`src/rtl/cpb_pkg.sv`:
```
package cpb_pkg;
    localparam int DW      = 32;
    localparam int IAW     = 6;
    localparam int CW      = 5;
    localparam int WAW     = 2;
    localparam int DIR_BIT = 8;
    localparam int MAN_BIT = 7;

    localparam logic [IAW-1:0] IA_KEY  = 6'h00;
    localparam logic [IAW-1:0] IA_MAN  = 6'h22;
    localparam logic [IAW-1:0] IA_CODE = 6'h26;
    localparam logic [DW-1:0]  KEY_WORD = 32'hA500_0000;

    typedef enum logic [WAW-1:0] {
        WIN_CTRL   = 2'd0,
        WIN_START  = 2'd1,
        WIN_WDATA  = 2'd2,
        WIN_RESULT = 2'd3
    } win_e;

    typedef struct packed {
        logic [IAW-1:0] addr;
        logic           rd;
        logic           start;
        logic           start_prev;
        logic [DW-1:0]  wdata;
    } win_t;

    typedef struct packed {
        logic           unlocked;
        logic           man_en;
        logic [CW-1:0]  man_code;
        logic [DW-1:0]  result;
    } spc_t;
endpackage

```
`src/rtl/cpb_window.sv`:
```
module cpb_window
    import cpb_pkg::*;
(
    input  logic           clk,
    input  logic           rst_n,
    input  logic           bus_we,
    input  logic [WAW-1:0] bus_addr,
    input  logic [DW-1:0]  bus_wdata,
    output logic [DW-1:0]  bus_rdata,
    input  logic [DW-1:0]  result_in,
    output logic           acc_go,
    output logic           acc_rd,
    output logic [IAW-1:0] acc_addr,
    output logic [DW-1:0]  acc_wdata
);
    win_t win_d, win_q;

    always_comb begin
        win_d            = win_q;
        win_d.start_prev = win_q.start;
        if (bus_we) begin
            case (win_e'(bus_addr))
                WIN_CTRL: begin
                    win_d.addr = bus_wdata[IAW-1:0];
                    win_d.rd   = bus_wdata[DIR_BIT];
                end
                WIN_START: win_d.start = bus_wdata[0];
                WIN_WDATA: win_d.wdata = bus_wdata;
                default:   ;
            endcase
        end
    end

    always_comb begin
        bus_rdata = '0;
        case (win_e'(bus_addr))
            WIN_CTRL: begin
                bus_rdata[IAW-1:0] = win_q.addr;
                bus_rdata[DIR_BIT] = win_q.rd;
            end
            WIN_START:  bus_rdata[0] = win_q.start;
            WIN_WDATA:  bus_rdata    = win_q.wdata;
            default:    bus_rdata    = result_in;
        endcase
    end

    always_ff @(posedge clk or negedge rst_n) begin
        if (!rst_n) win_q <= '0;
        else        win_q <= win_d;
    end

    assign acc_go    = win_q.start & ~win_q.start_prev;
    assign acc_rd    = win_q.rd;
    assign acc_addr  = win_q.addr;
    assign acc_wdata = win_q.wdata;


    single_launch_chk: assert property (@(posedge clk) disable iff (!rst_n)
        acc_go |=> !acc_go);


    launch_needs_rise_chk: assert property (@(posedge clk) disable iff (!rst_n)
        acc_go |-> $past(bus_we) && ($past(bus_addr) == WIN_START) && $past(bus_wdata[0]));
endmodule

```
`src/rtl/cpb_space.sv`:
```
module cpb_space
    import cpb_pkg::*;
(
    input  logic           clk,
    input  logic           rst_n,
    input  logic           acc_go,
    input  logic           acc_rd,
    input  logic [IAW-1:0] acc_addr,
    input  logic [DW-1:0]  acc_wdata,
    input  logic [CW-1:0]  cal_code_in,
    output logic           man_en,
    output logic [CW-1:0]  man_code,
    output logic [DW-1:0]  result
);
    spc_t spc_d, spc_q;
    logic [DW-1:0] rd_value;

    always_comb begin
        rd_value = '0;
        case (acc_addr)
            IA_MAN: begin
                rd_value[MAN_BIT] = spc_q.man_en;
                rd_value[CW-1:0]  = spc_q.man_code;
            end
            IA_CODE: rd_value[CW-1:0] = cal_code_in;
            default: rd_value = '0;
        endcase
    end

    always_comb begin
        spc_d = spc_q;
        if (acc_go) begin
            if (acc_rd) begin
                spc_d.result = rd_value;
            end else if (acc_addr == IA_KEY) begin
                spc_d.unlocked = (acc_wdata == KEY_WORD);
            end else if (spc_q.unlocked && acc_addr == IA_MAN) begin
                spc_d.man_en   = acc_wdata[MAN_BIT];
                spc_d.man_code = acc_wdata[CW-1:0];
            end
        end
    end

    always_ff @(posedge clk or negedge rst_n) begin
        if (!rst_n) spc_q <= '0;
        else        spc_q <= spc_d;
    end

    assign man_en   = spc_q.man_en;
    assign man_code = spc_q.man_code;
    assign result   = spc_q.result;


    key_opens_chk: assert property (@(posedge clk) disable iff (!rst_n)
        (acc_go && !acc_rd && acc_addr == IA_KEY && acc_wdata == KEY_WORD) |=> spc_q.unlocked);


    locked_drop_chk: assert property (@(posedge clk) disable iff (!rst_n)
        (acc_go && !acc_rd && acc_addr != IA_KEY && !spc_q.unlocked)
        |=> ($stable(man_en) && $stable(man_code) && !spc_q.unlocked));


    result_hold_chk: assert property (@(posedge clk) disable iff (!rst_n)
        !(acc_go && acc_rd) |=> $stable(result));


    unmapped_zero_chk: assert property (@(posedge clk) disable iff (!rst_n)
        (acc_go && acc_rd && acc_addr != IA_MAN && acc_addr != IA_CODE) |=> (result == '0));


    code_read_chk: assert property (@(posedge clk) disable iff (!rst_n)
        (acc_go && acc_rd && acc_addr == IA_CODE)
        |=> (result[CW-1:0] == $past(cal_code_in) && result[DW-1:CW] == '0));
endmodule

```
`src/rtl/calib_port_bridge.sv`:
```
module calib_port_bridge
    import cpb_pkg::*;
(
    input  logic           clk,
    input  logic           rst_n,
    input  logic           bus_we,
    input  logic [WAW-1:0] bus_addr,
    input  logic [DW-1:0]  bus_wdata,
    output logic [DW-1:0]  bus_rdata,
    input  logic [CW-1:0]  cal_code_in,
    output logic           manual_en,
    output logic [CW-1:0]  manual_code
);
    logic           acc_go;
    logic           acc_rd;
    logic [IAW-1:0] acc_addr;
    logic [DW-1:0]  acc_wdata;
    logic [DW-1:0]  result;

    cpb_window u_window (
        .clk       (clk),
        .rst_n     (rst_n),
        .bus_we    (bus_we),
        .bus_addr  (bus_addr),
        .bus_wdata (bus_wdata),
        .bus_rdata (bus_rdata),
        .result_in (result),
        .acc_go    (acc_go),
        .acc_rd    (acc_rd),
        .acc_addr  (acc_addr),
        .acc_wdata (acc_wdata)
    );

    cpb_space u_space (
        .clk         (clk),
        .rst_n       (rst_n),
        .acc_go      (acc_go),
        .acc_rd      (acc_rd),
        .acc_addr    (acc_addr),
        .acc_wdata   (acc_wdata),
        .cal_code_in (cal_code_in),
        .man_en      (manual_en),
        .man_code    (manual_code),
        .result      (result)
    );


    manual_update_chk: assert property (@(posedge clk) disable iff (!rst_n)
        !acc_go |=> ($stable(manual_en) && $stable(manual_code)));
endmodule

```
`config.mk`:
```
export PLATFORM = sky130hd
export DESIGN_NAME = calib_port_bridge
export DESIGN_NICKNAME = d
export VERILOG_FILES = /design/src/rtl/cpb_pkg.sv /design/src/rtl/cpb_window.sv /design/src/rtl/cpb_space.sv /design/src/rtl/calib_port_bridge.sv
export SDC_FILE = /design/constraint.sdc
export NUM_CORES = 1
export LEC_CHECK = 0
export ABC_CLOCK_PERIOD_IN_PS = 3800
export CAP_MARGIN = 15
export CORE_AREA = 2 2 84 86
export CTS_CLUSTER_DIAMETER = 120
export CTS_CLUSTER_SIZE = 24
export DETAILED_ROUTE_END_ITERATION = 7
export DIE_AREA = 0 0 86 88
export PLACE_DENSITY = 0.84
export SLEW_MARGIN = 20
export SYNTH_ARGS = -nofsm -noshare
export SYNTH_HDL_FRONTEND = slang
export SYNTH_HIERARCHICAL = 1
export SYNTH_SLANG_ARGS = --single-unit
```
`constraint.sdc`:
```
create_clock -name clk -period 3.8 [get_ports clk]
set_input_delay 0.76 -clock clk [delete_from_list [all_inputs] [get_ports clk]]
set_output_delay 0.76 -clock clk [all_outputs]
set_load 0.02 [all_outputs]
```
# Yosys cells after proc, flatten, opt, wreduce, memory -nomap -nowiden
# Index checks and enable logic that the tools add are counted.
[op_classes] eq_ne=5 muxes=7 bitwise=4 reduce_logical=10
[ops] op="$eq 32x32->1 const B" n=1
[ops] op="$mux 23" n=1
[ops] op="$pmux 5 s3" n=1
[ops] op="$eq 6x6->1 const B" n=2
[ops] op="$pmux 5 s2" n=1
[ops] op="$reduce_and 2->1" n=4
[ops] op="$logic_not 6->1" n=1
[ops] op="$pmux 2 s2" n=1
[ops] op="$reduce_and 4->1" n=1
[ops] op="$not 1->1" n=3
[ops] op="$pmux 1 s3" n=1
[ops] op="$reduce_and 3->1" n=1
[ops] op="$eq 2x1->1 const B" n=1
[ops] op="$eq 2x2->1 const B" n=1
[ops] op="$logic_not 2->1" n=1
[ops] op="$pmux 1 s2" n=1
[ops] op="$reduce_or 2->1" n=1
[ops] op="$and 1x1->1" n=1
[ops] op="$logic_and 1x1->1" n=1
[ops] op="$mux 1" n=1
[totals] in_bits=42 output_inout_bits=38 register_bits=54 elab_cells=35

# Depth between registers and ports, before layout
[depth] ltp_word=3 depth_mapped=5

# Modules after synthesis
# The synthesis kept the hierarchy.
[modules_own_cells] mod="cpb_window" instances=1 seq_area_each_um2=1026.0 cells_per_inst=199 area_each_um2=2563.7
[modules_own_cells] mod="cpb_space" instances=1 seq_area_each_um2=325.3 cells_per_inst=98 area_each_um2=973.4

# Least setup slack after synthesis
# No wires, ideal clock.
[synth_timing] path_kind="in2out" from="input bus_addr[1]" to="output bus_rdata[8]" stages=4 n_path_buf=2 path_slack_ns=1.458 t_arrival_ns=1.582 path_cell_list="buf_4 > buf_2 > mux2i_1 > o2bb2ai_1"
[synth_via] elab_chain_len=2
[synth_lines] element="from (decl)" line="calib_port_bridge.sv:7" rtl="input logic [WAW-1:0] bus_addr,"
[synth_lines] element="$eq 2x2->1 / $logic_not 2->1 (equally long branches)"
[synth_lines] element="$pmux 1 s2 (*)" line="cpb_window.sv:36" rtl="case (win_e'(bus_addr))"
[synth_lines] element="to (decl)" line="calib_port_bridge.sv:9" rtl="output logic [DW-1:0] bus_rdata,"
# Mark *: on every way between the ends. The rest lies on a longest branch, timed or not.

# Worst setup path after layout
[layout_timing] from="input bus_addr[1]" to="output bus_rdata[4]"
[layout_via] elab_chain_len=2
[layout_lines] element="$eq 2x2->1 (tied with other cells)" line="cpb_window.sv:36"
[layout_lines] element="$pmux 5 s3 (*)" line="cpb_window.sv:36"
# Marked as above.

==> results.py <==
metrics = {
    "detailed_routing": {
        "drc": 0,
        "totalWireLength_um": 6610,
        "via_count": 2048,
        "wire_per_inst_um": 16.3,
        "ant_nets": 0,
        "drt_iter0_drc": 74,
        "drtPass1Iterations": 4,
        "vias_per_cell": 5.04,
    },
    "global_routing": {
        "grt_max_degree": 41,
        "grt_usage_pct": 18.6,
        "antenna_found_initial": 0,
        "grt_pass1_vias": 2075,
        "grt_first_pass_wirelength_um": 10800,
        "overflow": 0,
    },
    "synthesis": {
        "ys_warn_count": 6,
        "yosysSeqAreaShare_pct": 38.2,
        "synth_top_family_by_area": "multiplexers",
        "synthXorXnorAreaFrac_pct": 0,
        "yosysUniqueCellTypes": 30,
        "synth_compound_area_share_pct": 2.76,
        "postSynth.asyncResetShare_pct": 100,
        "synthSimpleGateAreaFrac_pct": 11.4,
        "yosys.area_share.adder_pct": 0,
        "synth-edff-count": 0,
        "synthFlopType": "dfrtp_1",
        "netlist_area_um2": 3540,
        "postSynthAreaPerCell_um2": 11.9,
        "yosysTopAreaCellShare_pct": 38.2,
        "synth-seq-cells": 54,
        "netlist_top_cells_area": "dfrtp_1 (38%), buf_4 (17%), mux2_4 (13%)",
        "syn_inst": 297,
        "synth_top_area_cell": "dfrtp_1",
        "synth_mux_area_share_pct": 28.7,
    },
    "sta": {
        "hold_ws_ns": 0.437,
        "fin_setup_tns_ns": 0,
        "drv_slew": 0,
        "rsz0062_at_grt": "no",
        "hold_viol": 0,
        "worst_clock_skew_ns": 0.0126,
        "finalCritPeriodShare_pct": 85.4,
        "max_freq_mhz": 308,
        "slew_headroom_pct": 40.3,
        "worstMarginPinSlew_ns": 0.896,
        "fin_crit_ns": 3.25,
        "setup_viol": 0,
    },
    "floorplan": {
        "num_rows": 30,
        "die-width_um": 86,
        "fp.coreArea_um2": 6640,
        "initial_core_util_pct": 53.2,
        "design.die.area_um2": 7570,
        "dieHeight_um": 88,
        "num_io_pins": 80,
    },
    "pwr": {
        "seqPwrFrac_pct": 49.0,
        "p_clk_share_pct": 22.6,
        "comb_power_share_pct": 28.4,
        "ir_worst_vdd_uv": 265,
        "power_density_nw_per_um2": 384,
        "swShare_pct": 30.7,
        "p_int_mw": 1.06,
        "power.leakage_nw": 1.85,
        "p_switching_uw": 470,
    },
    "worst_setup_path": {
        "reg2reg_slack_ns": 2.24,
        "rr_worst_depth": 4,
        "start_kind": "primary input",
        "worstSetupEndpointType": "output port",
        "cpMaxStageDelayCell": "clkdlybuf4s50_1",
        "crit_top_cell": "clkdlybuf4s50_1",
        "path_cells": "clkdlybuf4s50_1 > and2_1 > o2bb2ai_1 > clkdlybuf4s50_1",
        "worstReg2RegStart": "u_window/win_d[32]$_DFFE_PN0P_",
        "cp_data_arrival_time_ns": 2.49,
        "reg2reg_to": "u_space/man_en$_DFFE_PN0P_",
        "crit_type": "in -> out",
        "cpPeakStageDelay_ns": 0.64,
        "critical_path_required_ns": 3.04,
        "worst-path-max-fanout": 6,
    },
    "clock_network": {
        "clock_latency_ns": 0.31,
        "clk_pin_slew_ns": 0.11,
        "cts_setup_buffers": 0,
        "cts_buffers": 5,
        "cts_root_buffer": "clkbuf_8",
        "htreeDepth": 2,
        "cts.repair.resized": 0,
        "hold_buffers": 0,
        "cts_tree": "built",
        "cts_sinks": 54,
        "cts.path.max_buffers": 2,
    },
    "hold_path": {
        "hold_end": "u_window/win_q[32]$_DFF_PN0_",
        "worstHoldPathCells": 0,
        "hold_path_class": "reg -> reg",
        "min_from": "u_window/win_d[32]$_DFFE_PN0P_",
    },
    "final_layout": {
        "area_growth_pct": 12.6,
        "num-nets-final": 367,
        "diodes": 0,
        "final_layout_size_suffix_gt1_share_pct": 20.6,
    },
    "placement": {
        "gp_congestion": 0.812,
        "portBuffers": 79,
        "dp_hpwl_um": 4830,
    },
    "run": {
        "maxCapViolCount": 0,
    },
    "outcome": {
        "status": "completed",
    },
}
==> power by group through the flow <==
| stage | clock network, mW | logic [mW] | registers [mW] |
|---|---|---|---|
| global route | 0.380 | 0.469 | 0.763 |
| global placement | 0 | 0.426 | 0.756 |
| detailed placement | 0 | 0.435 | 0.760 |
| floorplan | 0 | 0.422 | 0.722 |
| CTS | 0.353 | 0.438 | 0.750 |
| finish | 0.346 | 0.435 | 0.749 |
==> cells in the mapped netlist (all sizes together), types with 2 or more instances <==
library cell,count
and3,2
and4,3
buf,85
clkbuf,3
dfrtp,54
mux2,46
mux2i,36
nand2,8
nand3b,2
nor2b,26
nor3b,2
nor4,6
nor4bb,2
o21ai,6
o2bb2ai,6
==> placed cells by master, fill, tap and decap left out, types with 2 or more instances in the layout <==
master and n:
conb_1 26, o21ai_0 6, nor4_1 6, buf_4 5, o2bb2ai_1 6, and4_1 3, buf_2 2, nor3b_4 2
clkinv_4 2, and3_1 2, clkdlybuf4s50_1 77, mux2i_1 36, nand2_1 8, mux2_2 15, mux2_4 30, dfrtp_1 54
clkbuf_8 5, nor4bb_1 2, nor2b_1 26
==> how the worst max path moves through the flow <==
stage | from | endpoint | slack [ns] | cells after the start
floorplan | bus_addr[1] | bus_rdata[8] | 1.46 | 4
global placement | bus_addr[1] | bus_rdata[4] | 0.59 | 4
detailed placement | bus_addr[1] | bus_rdata[4] | 0.58 | 4
CTS | bus_addr[1] | bus_rdata[4] | 0.57 | 4
global route | bus_addr[1] | bus_rdata[4] | 0.50 | 4
finish | bus_addr[1] | bus_rdata[4] | 0.55 | 4
==> cells by family after synthesis <==
kind of cell,after synthesis
buffers and inverters,89
muxes,83
and+or+nand+nor,56
DFF,54
AOI/OAI and AO/OA,14
other,1
==> registers in the layout, indices dropped and copies added (netlist names) <==
signal,flops
u_window/win_q,1
u_space/man_code,5
u_window/win_d,1
u_window/acc_addr,6
u_space/man_en,1
u_window/acc_wdata,32
u_space/spc_q,1
u_space/result,6
u_window/acc_rd,1
==> critical path, delay by kind of cell <==
kind                   cells  cell delay, ns
buffers and inverters      2            1.19
AND/OR/NAND/NOR            1            0.34
AO/OA/AOI/OAI              1            0.19
==> per-stage QoR <==
stage               worst slack, ns  util, %  cell area [um2]  instances  power (mW)
finish                        0.554     60.0             3980        406        1.53
global placement              0.595     58.5             3890        398        1.18
floorplan                      1.46        -             3630        322        1.14
global route                  0.496     60.0             3980        406        1.61
CTS                           0.565     60.0             3980        406        1.54
detailed placement            0.582     58.5             3890        398        1.19
==> area by class of cell <==
cell class              instances  area (um2)
well taps                      80         100
multi-input cells             179        1610
clock inverters                 3        28.8
fillers                       563        2660
inverters                       1        3.75
flip-flops and latches         54        1350
repair buffers                 84         818
clock buffers                   5        68.8
==> per-layer routing <==
metal	track usage [%]	part of all wire [%]
met1	25.6	47
met2	30.5	49
met3	2.54	3.0
met4	5.92	1.6
met5	0	0
No activity file was read; power rests on OpenSTA's default activity.
